**src/rtl/cds_pkg.sv**
```systemverilog
package cds_pkg;
  typedef enum logic [2:0] {
    ST_IDLE,
    ST_SETUP,
    ST_START,
    ST_WAIT,
    ST_NEXT,
    ST_UPDATE,
    ST_REPORT
  } cds_state_t;

  typedef enum logic {
    PH_SIG = 1'b0,
    PH_REF = 1'b1
  } cds_phase_t;
endpackage

```
**src/rtl/cds_ctrl.sv**
```systemverilog
module cds_ctrl
  import cds_pkg::*;
#(
  parameter int BATCH = 16
) (
  input  logic clk,
  input  logic rst,
  input  logic enable,
  input  logic adc_done,
  output logic mux_sel,
  output logic adc_start,
  output logic adc_stop,
  output logic cap_en,
  output logic cap_phase,
  output logic upd_en,
  output logic clr_en,
  output logic rpt_en
);
  localparam int ITER_W = (BATCH > 1) ? $clog2(BATCH) : 1;
  localparam logic [ITER_W-1:0] ITER_LAST = ITER_W'(BATCH - 1);

  cds_state_t        state;
  cds_phase_t        phase;
  logic [ITER_W-1:0] iter;

  always_ff @(posedge clk) begin
    if (rst || !enable) begin
      state     <= ST_IDLE;
      phase     <= PH_SIG;
      iter      <= '0;
      mux_sel   <= 1'b0;
      adc_start <= 1'b0;
      adc_stop  <= 1'b0;
    end else begin
      case (state)
        ST_IDLE: begin
          phase <= PH_SIG;
          iter  <= '0;
          state <= ST_SETUP;
        end
        ST_SETUP: begin
          mux_sel <= phase;
          state   <= ST_START;
        end
        ST_START: begin
          adc_start <= 1'b1;
          state     <= ST_WAIT;
        end
        ST_WAIT: begin
          adc_start <= 1'b0;
          if (adc_done) begin
            adc_stop <= 1'b1;
            state    <= ST_NEXT;
          end
        end
        ST_NEXT: begin
          adc_stop <= 1'b0;
          if (phase == PH_SIG) begin
            phase <= PH_REF;
            state <= ST_SETUP;
          end else begin
            state <= ST_UPDATE;
          end
        end
        ST_UPDATE: begin
          phase <= PH_SIG;
          if (iter == ITER_LAST) begin
            iter  <= '0;
            state <= ST_REPORT;
          end else begin
            iter  <= iter + 1'b1;
            state <= ST_SETUP;
          end
        end
        ST_REPORT: state <= ST_SETUP;
        default:   state <= ST_IDLE;
      endcase
    end
  end

  always_comb begin
    cap_en    = (state == ST_WAIT) && adc_done && enable;
    cap_phase = phase;
    upd_en    = (state == ST_UPDATE) && enable;
    rpt_en    = (state == ST_REPORT) && enable;
    clr_en    = (state == ST_IDLE) || (state == ST_REPORT) || !enable;
  end
endmodule

```
**src/rtl/cds_sample_diff.sv**
```systemverilog
module cds_sample_diff #(
  parameter int DATA_W = 32
) (
  input  logic                     clk,
  input  logic                     rst,
  input  logic                     cap_en,
  input  logic                     cap_phase,
  input  logic [DATA_W-1:0]        sample_in,
  output logic signed [DATA_W:0]   diff
);
  localparam int NPH = 2;

  logic [DATA_W-1:0] held [NPH];

  for (genvar p = 0; p < NPH; p++) begin : g_hold
    always_ff @(posedge clk) begin
      if (rst) begin
        held[p] <= '0;
      end else if (cap_en && (cap_phase == p[0])) begin
        held[p] <= sample_in;
      end
    end
  end

  logic signed [DATA_W:0] sig_ext;
  logic signed [DATA_W:0] ref_ext;

  always_comb begin
    sig_ext = $signed({held[0][DATA_W-1], held[0]});
    ref_ext = $signed({held[1][DATA_W-1], held[1]});
    diff    = sig_ext - ref_ext;
  end
endmodule

```
**src/rtl/cds_iir.sv**
```systemverilog
module cds_iir #(
  parameter int ACC_W = 33,
  parameter int SHIFT = 4
) (
  input  logic                    clk,
  input  logic                    rst,
  input  logic                    clr_en,
  input  logic                    upd_en,
  input  logic signed [ACC_W-1:0] din,
  output logic signed [ACC_W-1:0] acc
);
  logic signed [ACC_W-1:0] acc_next;

  if (SHIFT == 0) begin : g_pass
    always_comb acc_next = din;
  end else begin : g_shift
    logic signed [ACC_W:0] delta;
    logic signed [ACC_W:0] step;
    always_comb begin
      delta    = $signed({din[ACC_W-1], din}) - $signed({acc[ACC_W-1], acc});
      step     = delta >>> SHIFT;
      acc_next = acc + step[ACC_W-1:0];
    end
  end

  always_ff @(posedge clk) begin
    if (rst || clr_en) begin
      acc <= '0;
    end else if (upd_en) begin
      acc <= acc_next;
    end
  end
endmodule

```
**src/rtl/cds_seq.sv**
```systemverilog
module cds_seq #(
  parameter int DATA_W = 32,
  parameter int SHIFT  = 4,
  parameter int BATCH  = 16
) (
  input  logic                 clk,
  input  logic                 rst,
  input  logic                 enable,
  output logic                 mux_sel,
  output logic                 adc_start,
  output logic                 adc_stop,
  input  logic                 adc_done,
  input  logic [DATA_W-1:0]    adc_result,
  output logic                 batch_valid,
  output logic [DATA_W:0]      batch_value
);
  localparam int ACC_W = DATA_W + 1;

  logic cap_en, cap_phase, upd_en, clr_en, rpt_en;
  logic signed [ACC_W-1:0] diff;
  logic signed [ACC_W-1:0] acc;

  cds_ctrl #(.BATCH(BATCH)) u_ctrl (
    .clk       (clk),
    .rst       (rst),
    .enable    (enable),
    .adc_done  (adc_done),
    .mux_sel   (mux_sel),
    .adc_start (adc_start),
    .adc_stop  (adc_stop),
    .cap_en    (cap_en),
    .cap_phase (cap_phase),
    .upd_en    (upd_en),
    .clr_en    (clr_en),
    .rpt_en    (rpt_en)
  );

  cds_sample_diff #(.DATA_W(DATA_W)) u_diff (
    .clk       (clk),
    .rst       (rst),
    .cap_en    (cap_en),
    .cap_phase (cap_phase),
    .sample_in (adc_result),
    .diff      (diff)
  );

  cds_iir #(.ACC_W(ACC_W), .SHIFT(SHIFT)) u_iir (
    .clk    (clk),
    .rst    (rst),
    .clr_en (clr_en),
    .upd_en (upd_en),
    .din    (diff),
    .acc    (acc)
  );

  always_ff @(posedge clk) begin
    if (rst) begin
      batch_valid <= 1'b0;
      batch_value <= '0;
    end else begin
      batch_valid <= rpt_en;
      if (rpt_en) batch_value <= acc;
    end
  end
endmodule

```
**config.mk**
```make
export PLATFORM = sky130hd
export DESIGN_NAME = cds_seq
export DESIGN_NICKNAME = d
export VERILOG_FILES = /design/src/rtl/cds_pkg.sv /design/src/rtl/cds_ctrl.sv /design/src/rtl/cds_sample_diff.sv /design/src/rtl/cds_iir.sv /design/src/rtl/cds_seq.sv
export SDC_FILE = /design/constraint.sdc
export NUM_CORES = 1
export LEC_CHECK = 0
export BUFFER_PORTS_ARGS = -buffer_cell sky130_fd_sc_hd__buf_2
export CAP_MARGIN = 15
export CORE_UTILIZATION = 55
export CTS_BUF_LIST = sky130_fd_sc_hd__clkbuf_16
export DETAILED_ROUTE_END_ITERATION = 8
export PLACE_DENSITY = 0.84
export SLEW_MARGIN = 0
export SYNTH_ARGS = -nofsm -noshare
export SYNTH_HDL_FRONTEND = slang
export SYNTH_SLANG_ARGS = --single-unit
export TNS_END_PERCENT = 5
```
**constraint.sdc**
```tcl
create_clock -name clk -period 5.41 [get_ports clk]
set_input_delay 0.2705 -clock clk [delete_from_list [all_inputs] [get_ports clk]]
set_output_delay 0.2705 -clock clk [all_outputs]
set_load 0.05 [all_outputs]
```
==> results of run 1 <==
layout make-up:
cell class	count	area share (%)
clock buffer	17	4.05
clock inverter	15	0.644
inverter	85	3.04
multi-input combinational	729	50.3
sequential	142	33.2
tap	216	2.58
timing repair buffer	111	6.22
state kept, by name, indices dropped and copies added, names as in the netlist:
| register | flops |
|---|---|
| u_ctrl.state | 3 |
| u_ctrl.iter | 4 |
| u_ctrl.adc_stop | 1 |
| u_diff.held | 64 |
| batch_valid | 1 |
| u_iir.acc | 33 |
| u_ctrl.mux_sel | 1 |
| u_ctrl.adc_start | 1 |
| batch_value | 33 |
| u_ctrl.cap_phase | 1 |
logic make-up after synthesis:
family / after synthesis / share of synthesized area, %
muxes: 4 / 0.439
AOI/OAI and AO/OA: 237 / 16.7
DFF: 142 / 38.2
xor gates and xnor gates: 55 / 5.29
buffers and inverters: 120 / 4.97
and+or+nand+nor: 330 / 17.6
adders and majority gates: 103 / 16.8
power groups by stage:
stage / Combinational, mW / Clock (mW) / Sequential, mW
floorplan: 0.369 / 0 / 1.16
global placement: 0.473 / 0 / 1.17
detailed placement: 0.485 / 0 / 1.17
CTS: 0.499 / 1.02 / 1.14
global route: 0.563 / 1.06 / 1.15
finish: 0.509 / 1.01 / 1.15
per-stage QoR:
stage	area, um2	setup slack, ns	instances	power, mW	setup TNS (ns)
6_report	10500	-0.112	1315	2.66	-0.146
5_1_grt	10500	-0.351	1315	2.77	-0.935
4_1_cts	10400	-0.0240	1315	2.66	-0.0240
3_5_place_dp	9900	-0.173	1278	1.65	-0.173
3_3_place_gp	9900	0.0225	1278	1.64	0
2_1_floorplan	9140	0.00330	991	1.53	0
repair_timing:
action                                  4_1_cts  5_1_grt
gates resized for setup                       2       11
pin swaps                                    20       11
endpoints found under the setup margin        2       10
buffers inserted                              5        0
hold endpoints to repair                      0        0
worst max path at each step:
stage | to | slack [ns]
2_1_floorplan | u_iir.acc[32]$_SDFFE_PP0P_ | 0.003
3_3_place_gp | u_iir.acc[32]$_SDFFE_PP0P_ | 0.02
3_5_place_dp | u_iir.acc[32]$_SDFFE_PP0P_ | -0.17
4_1_cts | u_iir.acc[32]$_SDFFE_PP0P_ | -0.02
5_1_grt | u_iir.acc[32]$_SDFFE_PP0P_ | -0.35
6_report | u_iir.acc[32]$_SDFFE_PP0P_ | -0.11
cells in the final DEF, fill, tap and decap left out, types with 17 or more instances in the layout:
cell | synthesis | routed
sky130_fd_sc_hd__nor2_1 | 50 | 48
sky130_fd_sc_hd__clkbuf_16 | 0 | 17
sky130_fd_sc_hd__dfxtp_1 | 78 | 78
sky130_fd_sc_hd__inv_1 | 85 | 88
sky130_fd_sc_hd__o21ai_0 | 24 | 24
sky130_fd_sc_hd__xor2_1 | 18 | 18
sky130_fd_sc_hd__buf_4 | 0 | 39
sky130_fd_sc_hd__fa_1 | 32 | 32
sky130_fd_sc_hd__buf_2 | 2 | 72
sky130_fd_sc_hd__xnor2_1 | 37 | 37
sky130_fd_sc_hd__a21oi_1 | 105 | 102
sky130_fd_sc_hd__a21o_1 | 29 | 29
sky130_fd_sc_hd__and2_1 | 70 | 70
sky130_fd_sc_hd__nand2_1 | 136 | 136
sky130_fd_sc_hd__ha_1 | 71 | 70
sky130_fd_sc_hd__edfxtp_1 | 64 | 64
layer usage:
layer | track usage [%] | vias up | wire length (um)
met4 | 8.99 | 0 | 446
met2 | 46.0 | 214 | 10300
met1 | 33.0 | 3471 | 8900
met3 | 5.46 | 35 | 1070
met5 | 0 | - | 0
li1 | - | 3589 | -
==> parameters.txt, run 1 <==
Parameter                              Value

Route
  DRT antenna net count    0
  Violation count after the first detailed-route iteration    761
  Remaining DRCs    0
  Total wire length after detailed routing    between 20,000 and 25,000 um
  Detailed Routing Iterations Pass 1    5
  Vias post-DR    7,309
  Average wire length per cell after detail routing    15.8 um
  Post-detailed-route via-to-cell ratio    5.56

Pwr
  Proportion of total power due to net switching    27.9%
  Sw power    742 uW
  Clock group share of total power    37.9%
  Portion of total power attributed to combinational logic    19.1%
  Relative contribution of sequential cells to total power    roughly 43%
  Total power per unit cell area    254 nW/um2
  Internal Power    1.92 mW
  Maximum resistive drop on vdd    228 uV
  LEAKAGE    4.41 nW

Global routing
  Antenna violations before repair    0
  Aggregate global routing overflow    0
  Overall routing resource usage    approximately a quarter
  Global-route wire length before repair    34,700 um
  Pin count of the biggest net entering global routing    39
  Via count of the first global-routing pass    7,260

STA
  Hold slack    0.123 ns
  Tmin final    5.52 ns
  Worst Clk Skew    0.00774 ns
  Final period utilization    102%
  Relative slew slack    43.0%
  Slew @ Worst Pin    0.853 ns
  Achievable Freq    about 180 MHz
  Number of hold-slack violations in the final timing report    0
  Setup Viol. Count Final    2
  Unrepaired setup endpoints after global routing    true
  Min setup slack post-route    -0.112 ns
  Max-slew violation count    0

Placed design
  Final RePlAce weighted congestion    0.889
  Port Buffer Count    72
  Estimated wirelength of the detail-placed design    ~14,000 um

Clock tree
  Skew-Pair Late Insertion Delay    0.43 ns
  TritonCTS buffer count    17
  CTS clock-pin slew for the worst setup and hold paths    around 0.060 ns
  # clock sinks    142
  Cell chosen for the clock root    sky130_fd_sc_hd__clkbuf_16
  Number of hold-repair buffers added at the cts stage    0
  Clock buffer depth    2
  Htree depth    4
  Clock tree from TritonCTS    built

Synth
  Mapped Area    9110 um2
  Share of the synthesized area in the top cell type    21.1%
  Number of warnings reported in the yosys synthesis log    0
  Avg Synthesized Cell Area    9.19 um2
  Portion of the post-synthesis area used by sequential elements    about two fifths
  Synthesized netlist net count    1,130
  Flops & latches, synth    142
  Library cells used by synthesis    67
  Leading post-synthesis cells by cell area    sky130_fd_sc_hd__edfxtp_1, sky130_fd_sc_hd__dfxtp_1, sky130_fd_sc_hd__ha_1
  Biggest area consumer among synthesized cells    sky130_fd_sc_hd__edfxtp_1
  Number of enable flip-flop cells after synthesis    64
  Async SR Flop Fraction    0%
  Leading post-synthesis cells by instance count    sky130_fd_sc_hd__nand2_1, sky130_fd_sc_hd__a21oi_1, sky130_fd_sc_hd__inv_1, sky130_fd_sc_hd__dfxtp_1, sky130_fd_sc_hd__ha_1
  Most instantiated library cell after synthesis    sky130_fd_sc_hd__nand2_1
  Ys flop type    sky130_fd_sc_hd__dfxtp_1
  Gate count after technology mapping    between 900 and 1k

Outcome
  Violations in the final reports    negative setup slack
  Run status    complete, but fails checks

Floorplan
  Number of placement rows    46
  Chip width    131 um
  Core ar.    16,000 um2
  Initial core utilization    56.9%
  Vertical extent of the die    131 um
  Die Footprint    between 15,000 and 20,000 um2
  IO Count    73

Setup path
  Crit path launch    u_diff.held[0][3]$_SDFFCE_PN0P_
  Crit Reg-Reg Startpoint    u_diff.held[0][3]$_SDFFCE_PN0P_
  Worst-path cell with the longest stage delay    sky130_fd_sc_hd__fa_1
  Largest stage delay, worst path    0.52 ns
  Endpoint class of the critical path    register
  Worst Path Class, Setup    reg -> reg
  Sort of element at the start of the critical path    register
  WP data arrival    5.88 ns
  Required time at the worst-slack endpoint    5.77 ns
  Top Family by Delay on Critical Path    compound AO/OA/AOI/OAI gates
  Buffering stage count on the worst path with inverters included    2
  Register-to-Register Path Depth    25
  Number of cells on the critical path    25
  Largest fanout on the critical path    4
  Critical R2R Capture    u_iir.acc[32]$_SDFFE_PP0P_
  Worst reg2reg setup slack    -0.11 ns

Final layout
  Core occupancy in the finished layout    65.6%
  Number of fill cells in the layout    1,284
  Area Growth Syn to Fin    15.2%
  Combined flip-flop and latch cell area    roughly 3500 um2
  Area taken by multi-input logic gates    5270 um2
  Nets    1,225
  Total inserted antenna cells    0
  Share of final-layout standard cells stronger than drive strength 1    15.8%

Run
  MaxCap Viol Count    0

Hold path
  Path category of the worst min-delay check    in -> reg
  Endpoint of the worst hold path    u_diff.held[1][1]$_SDFFCE_PN0P_
  Start point of the worst hold path    adc_result[1]
  Hold Path Stages    2
(Power assumes the default switching activity.)
==> run 2, diff against run 1 <==
REMOVE_ABC_BUFFERS = 1   (was unset)
==> parameters.txt, run 2 (same netlist as run 1, synthesis figures left out) <==
Parameter                              Value

Placed design
  Worst slack, placed    -0.391 ns
  Final RePlAce weighted congestion    0.904
  Estimated wirelength of the detail-placed design    between 10,000 and 15,000 um
  Number of placed instances, taps included    1,296
  Port Buffer Count    72
  Placed cell areas    10,000 um2

Global routing
  Antenna violations before repair    0
  Global-route wire length before repair    about 34,000 um
  Pin count of the biggest net entering global routing    39
  Met2 track utilization from global routing    43.4%
  Aggregate global routing overflow    0
  Met3 track demand over resource in global routing    5.58%
  Via count of the first global-routing pass    7,308
  Global routing usage on met1    32.8%
  Most congested layer reported by global routing    met2
  Overall routing resource usage    26.0%

Final layout
  Share of final-layout standard cells stronger than drive strength 1    18.1%
  Top register by number of flip-flops    u_diff.held
  Number of flip-flops in the largest register    64
  Most common cell after layout, fill and taps aside    sky130_fd_sc_hd__nand2_1
  Count of placed standard cells in the final layout, fillers left out    1,342
  Fin area    approximately 11,000 um2
  Largest registers    u_diff.held: 64 flops, batch_value: 33 flops, u_iir.acc: 33 flops
  Area Growth Syn to Fin    18.5%
  Nets    1,252
  Total inserted antenna cells    0
  Top library cells by usage in the layout, fill and taps aside    sky130_fd_sc_hd__nand2_1, sky130_fd_sc_hd__a21oi_1, sky130_fd_sc_hd__inv_1

Hold path
  Endpoint of the worst hold path    u_diff.held[0][29]$_SDFFCE_PN0P_
  Path category of the worst min-delay check    in -> reg
  Start point of the worst hold path    adc_result[29]
  Hold Path Stages    2

Pwr
  Relative contribution of sequential cells to total power    41.4%
  Total power consumption of the routed design    2.77 mW
  Proportion of total power due to net switching    27.7%
  Total power per unit cell area    roughly 260 nW/um2
  Portion of total power attributed to combinational logic    19.7%
  Clock group share of total power    38.9%
  Sw power    766 uW
  LEAKAGE    4.57 nW
  Internal Power    2.00 mW
  Maximum resistive drop on vdd    ~250 uV

Setup path
  Required time at the worst-slack endpoint    5.77 ns
  Register-to-Register Path Depth    22
  WP data arrival    5.79 ns
  Top Family by Delay on Critical Path    simple AND/OR/NAND/NOR gates
  Endpoint class of the critical path    register
  Crit Reg-Reg Startpoint    u_iir.acc[14]$_SDFFE_PP0P_
  Worst-path cell with the longest stage delay    sky130_fd_sc_hd__o41ai_1
  Buffering stage count on the worst path with inverters included    2
  Worst reg2reg setup slack    -0.02 ns
  Critical path, cell by cell    inv_1 -> fa_1 -> ha_1 -> nand4_1 -> nor3_1 -> and2_2 -> a211oi_4 -> or2_2 -> o21bai_1 -> a21oi_1 -> xnor2_1 -> ha_1 -> nand2_1 -> o21ai_0 -> o41ai_1 -> o22ai_4 -> nor4_2 -> buf_4 -> o311ai_4 -> xnor2_1 -> or3_1 -> a21oi_2
  Sort of element at the start of the critical path    register
  Worst Path Class, Setup    reg -> reg
  Critical R2R Capture    u_iir.acc[32]$_SDFFE_PP0P_
  Largest stage delay, worst path    0.65 ns
  Largest fanout on the critical path    7

Clock tree
  Htree depth    4
  Number of hold-repair buffers added at the cts stage    0
  CTS clock-pin slew for the worst setup and hold paths    ~0.060 ns
  Skew-Pair Late Insertion Delay    roughly 0.43 ns
  Clock buffer depth    2
  # clock sinks    142
  Clock tree from TritonCTS    built
  Cell chosen for the clock root    sky130_fd_sc_hd__clkbuf_16
  TritonCTS buffer count    17

Floorplan
  IO Count    between 70 and 80
  Vertical extent of the die    about 130 um
  Number of placement rows    46
  Die Footprint    17,100 um2
  Chip width    131 um
  Initial core utilization    56.9%
  Core ar.    16,000 um2

Outcome
  Violations in the final reports    negative setup slack
  Run status    complete, but fails checks

STA
  Number of hold-slack violations in the final timing report    0
  Relative slew slack    between 30% and 40%
  Final period utilization    100%
  Slew @ Worst Pin    0.946 ns
  Tmin final    5.43 ns
  Min setup slack post-route    -0.0246 ns
  Max-slew violation count    0
  Worst Clk Skew    0.00851 ns
  Achievable Freq    184 MHz
  Setup Viol. Count Final    1
  Unrepaired setup endpoints after global routing    true

Route
  Violation count after the first detailed-route iteration    565
  Average wire length per cell after detail routing    15.6 um
  Total wire length after detailed routing    20,900 um
  Vias post-DR    7,469
  Detailed Routing Iterations Pass 1    5
  DRT antenna net count    0
  Post-detailed-route via-to-cell ratio    5.57
  Remaining DRCs    0

Run
  MaxCap Viol Count    0
run 2: power by group through the flow:
stage	Clock [mW]	Combinational [mW]	Sequential, mW
6_report	1.08	0.546	1.15
5_1_grt	1.13	0.597	1.15
4_1_cts	1.08	0.523	1.14
3_5_place_dp	0	0.495	1.17
3_3_place_gp	0	0.480	1.17
2_1_floorplan	0	0.360	1.17
run 2: layout make-up:
class,instances,area [um2]
Tap cell,216,270
Timing Repair Buffer,138,856
Inverter,85,319
Sequential cell,142,3480
Clock buffer,17,425
Multi-Input combinational cell,729,5330
Fill cell,1243,5210
Clock inverter,15,108
run 2: stage by stage:
step,utilization [%],setup TNS [ns],hold WS [ns]
finish,67.5,-0.0246,0.119
global route,67.5,-1.14,0.116
CTS,66.9,-0.147,0.116
detailed placement,62.6,-0.721,0.444
global placement,62.6,-0.210,0.439
floorplan,-,-0.184,0.340
run 2: per-layer routing:
| layer | vias up | share of wire [%] |
|---|---|---|
| li1 | 3635 | - |
| met1 | 3567 | 44 |
| met2 | 228 | 49 |
| met3 | 39 | 5.4 |
| met4 | 0 | 2.4 |
| met5 | - | 0 |
run 2: worst max-delay path by stage:
stage	from	end	cells after the start
floorplan	u_diff.held[1][3]$_SDFFCE_PN0P_	u_iir.acc[32]$_SDFFE_PP0P_	24
global placement	u_diff.held[1][3]$_SDFFCE_PN0P_	u_iir.acc[32]$_SDFFE_PP0P_	26
detailed placement	u_diff.held[1][3]$_SDFFCE_PN0P_	u_iir.acc[32]$_SDFFE_PP0P_	26
CTS	u_diff.held[0][9]$_SDFFCE_PN0P_	u_iir.acc[32]$_SDFFE_PP0P_	25
global route	u_diff.held[0][9]$_SDFFCE_PN0P_	u_iir.acc[32]$_SDFFE_PP0P_	25
finish	u_iir.acc[14]$_SDFFE_PP0P_	u_iir.acc[32]$_SDFFE_PP0P_	22
run 2: what timing repair did:
action	CTS	global route
resized for setup	9	15
buffers inserted	13	1
pin swaps	28	25
setup endpoints to repair	5	12
